`config.mk`:
```
export PLATFORM = sky130hd
export DESIGN_NAME = cfg_word_loader
export DESIGN_NICKNAME = d
export VERILOG_FILES = /design/src/rtl/cwl_pkg.sv /design/src/rtl/cwl_decode.sv /design/src/rtl/cwl_seq.sv /design/src/rtl/cwl_stage.sv /design/src/rtl/cfg_word_loader.sv
export SDC_FILE = /design/constraint.sdc
export NUM_CORES = 1
export LEC_CHECK = 0
export BUFFER_PORTS_ARGS = -buffer_cell sky130_fd_sc_hd__clkbuf_2
export CAP_MARGIN = 20
export CORE_AREA = 2 2 175 177
export DETAILED_ROUTE_END_ITERATION = 10
export DIE_AREA = 0 0 177 179
export GPL_ROUTABILITY_DRIVEN = 0
export PLACE_DENSITY = 0.65
export SLEW_MARGIN = 20
export SYNTH_ARGS = -nofsm -noshare
export SYNTH_HDL_FRONTEND = slang
export SYNTH_HIERARCHICAL = 1
export SYNTH_SLANG_ARGS = --single-unit
```
`constraint.sdc`:
```
create_clock -name clk -period 3.95 [get_ports clk]
set_input_delay 0.79 -clock clk [delete_from_list [all_inputs] [get_ports clk]]
set_output_delay 0.79 -clock clk [all_outputs]
set_load 0.01 [all_outputs]
```
`src/rtl/cwl_pkg.sv`:
```
package cwl_pkg;
  parameter int WORD_W  = 12;
  parameter int BYTE_W  = 8;
  parameter int TAPS    = 8;
  parameter int IDX_W   = 8;
  parameter int CODE_W  = 4;
  parameter int BYTE_GRP = 4;
  parameter int DATA_W  = TAPS * WORD_W;
  parameter int CNT_W   = $clog2(TAPS);

  typedef enum logic [2:0] {
    K_NONE   = 3'd0,
    K_CONFIG = 3'd1,
    K_COEF   = 3'd2,
    K_SELECT = 3'd3,
    K_ROUND  = 3'd4,
    K_LIMIT  = 3'd5
  } kind_e;

  function automatic kind_e decode_kind(input logic [CODE_W-1:0] code);
    case (code)
      4'h0:    return K_CONFIG;
      4'h1:    return K_COEF;
      4'h4:    return K_SELECT;
      4'h8:    return K_ROUND;
      4'hC:    return K_LIMIT;
      default: return K_NONE;
    endcase
  endfunction

  function automatic int words_for(input kind_e k);
    case (k)
      K_COEF:           return TAPS;
      K_ROUND, K_LIMIT: return BYTE_GRP;
      K_CONFIG, K_SELECT: return 1;
      default:          return 0;
    endcase
  endfunction

  function automatic logic [DATA_W-1:0] place_word(input logic [DATA_W-1:0] acc,
                                                   input kind_e k,
                                                   input logic [CNT_W-1:0] slot,
                                                   input logic [WORD_W-1:0] w);
    logic [DATA_W-1:0] r;
    r = acc;
    case (k)
      K_COEF:           r[int'(slot)*WORD_W +: WORD_W] = w;
      K_ROUND, K_LIMIT: r[int'(slot)*BYTE_W +: BYTE_W] = w[BYTE_W-1:0];
      default:          r[WORD_W-1:0] = w;
    endcase
    return r;
  endfunction
endpackage

```
`src/rtl/cwl_decode.sv`:
```
module cwl_decode
  import cwl_pkg::*;
(
  input  logic [WORD_W-1:0] word,
  output kind_e             kind,
  output logic [IDX_W-1:0]  idx,
  output logic              valid
);
  always_comb begin
    kind  = decode_kind(word[WORD_W-1 -: CODE_W]);
    idx   = word[IDX_W-1:0];
    valid = (kind != K_NONE);
  end
endmodule

```
`src/rtl/cwl_seq.sv`:
```
module cwl_seq
  import cwl_pkg::*;
(
  input  logic             clk,
  input  logic             rst_n,
  input  logic             ld_n,
  input  kind_e            addr_kind,
  input  logic [IDX_W-1:0] addr_idx,
  input  logic             addr_valid,
  output logic             take_data,
  output logic             clear_stage,
  output logic             commit_now,
  output logic             err_now,
  output logic [CNT_W-1:0] slot,
  output kind_e            kind_q,
  output logic [IDX_W-1:0] idx_q
);
  logic in_data;
  logic skip;
  logic accept_addr;
  logic last_word;

  always_comb begin
    accept_addr = !ld_n && !in_data && !skip;
    take_data   = !ld_n && in_data;
    last_word   = take_data && (int'(slot) == words_for(kind_q) - 1);
    commit_now  = last_word;
    err_now     = accept_addr && !addr_valid;
    clear_stage = accept_addr && addr_valid;
  end

  always_ff @(posedge clk or negedge rst_n) begin
    if (!rst_n) begin
      in_data <= 1'b0;
      skip    <= 1'b0;
      slot    <= '0;
      kind_q  <= K_NONE;
      idx_q   <= '0;
    end else if (ld_n) begin
      in_data <= 1'b0;
      skip    <= 1'b0;
      slot    <= '0;
    end else if (accept_addr) begin
      slot <= '0;
      if (addr_valid) begin
        in_data <= 1'b1;
        kind_q  <= addr_kind;
        idx_q   <= addr_idx;
      end else begin
        skip <= 1'b1;
      end
    end else if (take_data) begin
      if (last_word) begin
        in_data <= 1'b0;
        slot    <= '0;
      end else begin
        slot <= slot + 1'b1;
      end
    end
  end

  assert_slot_bound_R3: assert property (@(posedge clk) disable iff (!rst_n)
    in_data |-> (int'(slot) < words_for(kind_q)));
  assert_addr_after_last_R9: assert property (@(posedge clk) disable iff (!rst_n)
    commit_now |=> (!in_data && !skip));
  assert_skip_no_take_R11: assert property (@(posedge clk) disable iff (!rst_n)
    skip |-> !take_data);
endmodule

```
`src/rtl/cwl_stage.sv`:
```
module cwl_stage
  import cwl_pkg::*;
(
  input  logic              clk,
  input  logic              rst_n,
  input  logic              clear_stage,
  input  logic              take_data,
  input  logic              commit_now,
  input  kind_e             kind_q,
  input  logic [IDX_W-1:0]  idx_q,
  input  logic [CNT_W-1:0]  slot,
  input  logic [WORD_W-1:0] word,
  output logic              wr_stb,
  output logic [2:0]        wr_kind,
  output logic [IDX_W-1:0]  wr_index,
  output logic [DATA_W-1:0] wr_data
);
  logic [DATA_W-1:0] acc;
  logic [DATA_W-1:0] acc_nxt;

  always_comb acc_nxt = place_word(acc, kind_q, slot, word);

  always_ff @(posedge clk or negedge rst_n) begin
    if (!rst_n) begin
      acc      <= '0;
      wr_stb   <= 1'b0;
      wr_kind  <= '0;
      wr_index <= '0;
      wr_data  <= '0;
    end else begin
      if (clear_stage)    acc <= '0;
      else if (take_data) acc <= acc_nxt;
      wr_stb <= commit_now;
      if (commit_now) begin
        wr_data  <= acc_nxt;
        wr_kind  <= kind_q;
        wr_index <= idx_q;
      end
    end
  end

  assert_one_cycle_R3: assert property (@(posedge clk) disable iff (!rst_n)
    wr_stb |=> !wr_stb);
  assert_known_kind_R2: assert property (@(posedge clk) disable iff (!rst_n)
    wr_stb |-> (wr_kind != 3'd0));
endmodule

```
`src/rtl/cfg_word_loader.sv`:
```
module cfg_word_loader
  import cwl_pkg::*;
(
  input  logic              clk,
  input  logic              rst_n,
  input  logic              ld_n,
  input  logic [WORD_W-1:0] bus_word,
  output logic              wr_stb,
  output logic [2:0]        wr_kind,
  output logic [IDX_W-1:0]  wr_index,
  output logic [DATA_W-1:0] wr_data,
  output logic              err_stb
);
  kind_e             addr_kind;
  logic [IDX_W-1:0]  addr_idx;
  logic              addr_valid;
  logic              take_data;
  logic              clear_stage;
  logic              commit_now;
  logic              err_now;
  logic [CNT_W-1:0]  slot;
  kind_e             kind_q;
  logic [IDX_W-1:0]  idx_q;

  cwl_decode u_dec (
    .word(bus_word), .kind(addr_kind), .idx(addr_idx), .valid(addr_valid)
  );

  cwl_seq u_seq (
    .clk(clk), .rst_n(rst_n), .ld_n(ld_n),
    .addr_kind(addr_kind), .addr_idx(addr_idx), .addr_valid(addr_valid),
    .take_data(take_data), .clear_stage(clear_stage), .commit_now(commit_now),
    .err_now(err_now), .slot(slot), .kind_q(kind_q), .idx_q(idx_q)
  );

  cwl_stage u_stage (
    .clk(clk), .rst_n(rst_n), .clear_stage(clear_stage), .take_data(take_data),
    .commit_now(commit_now), .kind_q(kind_q), .idx_q(idx_q), .slot(slot),
    .word(bus_word), .wr_stb(wr_stb), .wr_kind(wr_kind), .wr_index(wr_index),
    .wr_data(wr_data)
  );

  always_ff @(posedge clk or negedge rst_n) begin
    if (!rst_n) err_stb <= 1'b0;
    else        err_stb <= err_now;
  end

  assert_idle_quiet_R10: assert property (@(posedge clk) disable iff (!rst_n)
    ld_n |=> !wr_stb);
  assert_err_excl_R11: assert property (@(posedge clk) disable iff (!rst_n)
    err_stb |-> !wr_stb);
  assert_err_pulse_R11: assert property (@(posedge clk) disable iff (!rst_n)
    err_stb |=> !err_stb);
endmodule

```
==> metrics <==
global-route usage over all layers 0.287; die area 31700 um2; maximum clock frequency 0.260 GHz; combined area of all synthesized cells 13300 um2; HPWL after detailed placement 31600 um; worst-margin pin slew 1.25 ns; clock input transition at the sequential cells of the worst setup and hold paths 0.07 ns; Core ar. 30000 um2; result of the run finished, final reports clean; Avg Inst Size Synth 8.96 um2; highest ir drop seen on vdd 0.340 mV; layout overhead on the synthesized area 14.0%; count of synthesis-stage warnings from yosys 6; final wirelength 45900 um; clock sinks 221; Hold Fails Final Rpt 0; number of top-level pins 124; initial antenna violation count 1; xor and xnor fraction of the mapped netlist area 0.00792; Final ANT Viol Nets 0; Max clock buf depth 3; flops & latches, synth 221; fraction of final layout cells sized beyond drive strength 1 0.186; startpoint kind of the worst setup timing path flip-flop; async set or reset register ratio after synthesis 1.00; number of buffers created by CTS 25; RSZ-0062 raised after global routing false; most common cell after layout, fill and taps aside dfrtp_1; skew final 0.0144 ns; average wire length per cell after detail routing 23.2 um; Final WS setup 0.107 ns; clock tree from TritonCTS done; crit-path max FO 9; Rows 64; fin crit period 3.84 ns; Leak Pwr 6.62 nW; main combinational cell family by area after synthesis compound AO/OA/AOI/OAI gates; clock tree root buffer cell clkbuf_16; TNS Setup 0 ns; number of design-rule violations left by the first detailed-router iteration 1474; post-CTS setup repair buffer count 0; largest net degree at the start of global routing 98; reg2reg path depth 11; start-to-end type of the worst setup path flip-flop to flip-flop; number of buffer cells added on primary ports 123; Util after Layout 0.504; die width 177 um; Layout fillers 2834; headroom to the max-slew limit 0.163; final slew viol count 0; complex-gate fraction of the synthesized area 0.249; starting density of the core 0.442; final cycle utilization of the critical path 0.973; total global routing overflow 0; fraction of the yosys area taken by sequential cells 0.417; number of iterations in the first detailed-routing pass 7; DIE HEIGHT 179 um; required time at the worst-slack endpoint 4.34 ns; power per cell area 606 nW/um2; number of vias after detailed routing 12700; post-synthesis share of cell area spent on full adders, half adders and majority gates 0.0119; global-route wire length before repair 70700 um; count of maximum capacitance violations 0; number of distinct library cells after synthesis 92; setup-violating endpoint count in the final report 0; fraction of post-synthesis cell area in the top cell type by area 0.417; net count after synthesis 1508; Yosys top cell by area dfrtp_1; cells after synthesis 1481; share of cell area taken by muxes after synthesis 0.0839; worst min path class input pin to async pin; synth top area cells dfrtp_1, nor2_1, mux2i_1; worst slack after detailed placement 0.0983 ns; Synth Area in Simple Gates 0.180; number of global-route vias before repair 12100; H-tree Lvls 1; Avg Vias per Cell 6.43; data arrival at the endpoint of the critical path 4.23 ns; most instantiated flip-flop cell in the synthesis netlist dfrtp_1; source-to-sink clock delay at the later pin of the worst-skew pair 0.54 ns; DR DRC count 0; number of nets in the final layout 1589; leading cell types in the layout, fill and taps excluded dfrtp_1, nor2_1, clkbuf_2; sort of element at the end of the critical path flip-flop; number of flops mapped to enable cells by yosys 0
cell usage after synthesis (9+ instances only):
cell type    n
a21oi_1    116
nand3_1     39
ha_1        11
a21o_1       9
a311oi_1    10
o22ai_1     26
or3_1        9
a221oi_1    12
mux2_2      34
a211oi_1    44
o2bb2ai_1   15
nor3_1      25
a31oi_1     39
a32oi_1     20
nor2_1     209
o211ai_1     9
a22oi_1     21
mux2i_1     73
nand4_1     10
and3_1      23
and2_1      12
nor2b_1     10
o21ai_0     56
o32ai_1     11
inv_1       21
buf_4       15
nand2b_1    15
dfrtp_1    221
nand2_1    108
clkbuf_1    88
buf_2       17
cell type report:
type | count | area, um2 | area share
diodes | 2 | 5.00 | 0.000331
clock buffers | 34 | 719 | 0.0475
clock inverters | 11 | 83.8 | 0.00554
inverters | 25 | 93.8 | 0.00620
multi-input cells | 1108 | 7100 | 0.469
flip-flops and latches | 221 | 5530 | 0.366
well taps | 396 | 495 | 0.0327
repair buffers | 181 | 1100 | 0.0726
per-stage QoR:
stage	cells	area, um2	total power [W]	hold slack, ns
final	1978	15100	0.00918	0.312
after global routing	1976	15100	0.00966	0.367
after CTS	1976	15100	0.00910	0.345
after detailed placement	1931	14300	0.00677	0.473
after global placement	1931	14300	0.00671	0.466
after floorplan	1481	13300	0.00549	0.475
timing repair:
action / CTS / global route
hold buffers: 0 / 0
resized for setup: 0 / 1
endpoints found under the setup margin: 0 / 2
metal layers:
| layer | vias to the layer above | GRT usage | wire length [um] |
|---|---|---|---|
| met1 | 6071 | 0.397 | 18600 |
| met4 | 0 | 0.142 | 2460 |
| met5 | - | 0 | 0 |
| li1 | 5691 | - | - |
| met2 | 798 | 0.424 | 19600 |
| met3 | 167 | 0.0634 | 5240 |
worst max-delay path: stages, from the launching register on:
cell      delay (ns)
dfrtp_1         0.45
buf_4           0.19
inv_1           0.11
ha_1            0.16
a21o_1          0.20
clkinv_1        0.28
ha_1            0.47
nor4_4          0.44
a21oi_1         0.20
a21bo_2         0.33
a221oi_1        0.68
a211oi_1        0.17
sequential cells by signal, indices dropped and copies added, names as in the netlist:
signal and flops:
err_stb 1, u_seq/in_data 1, u_seq/idx_q 8, u_seq/skip 1, u_seq/slot 3, u_seq/kind_q 3
u_stage/wr_stb 1, u_stage/acc 96, u_stage/wr_index 8, u_stage/wr_data 96, u_stage/wr_kind 3
where the power goes:
group          total, W  internal (W)  switching, W  leakage [nW]
clock           0.00232       0.00134      0.000980         0.409
sequential      0.00318       0.00280      0.000387          2.96
combinational   0.00368       0.00129       0.00239          3.25
kinds of logic after synthesis:
group           Yosys count
simple gates            504
fa+ha+maj                12
flops                   221
compound gates          476
buf+inv                 152
xor+xnor                  9
mux                     107
path summary, 6_finish.rpt:
check,startpoint,to,slack [ns]
max in group asynchronous,rst_n,u_seq/slot[0],2.80
max reg2reg,u_seq/slot[1],u_stage/acc[4],0.11
min reg2reg,u_stage/wr_data[73],u_stage/wr_data[73],0.48
min,rst_n,u_stage/wr_data[70],0.31
min in group clk,u_stage/wr_data[73],u_stage/wr_data[73],0.48
max,u_seq/slot[1],u_stage/acc[4],0.11
Power figures use the tool's default switching activity.
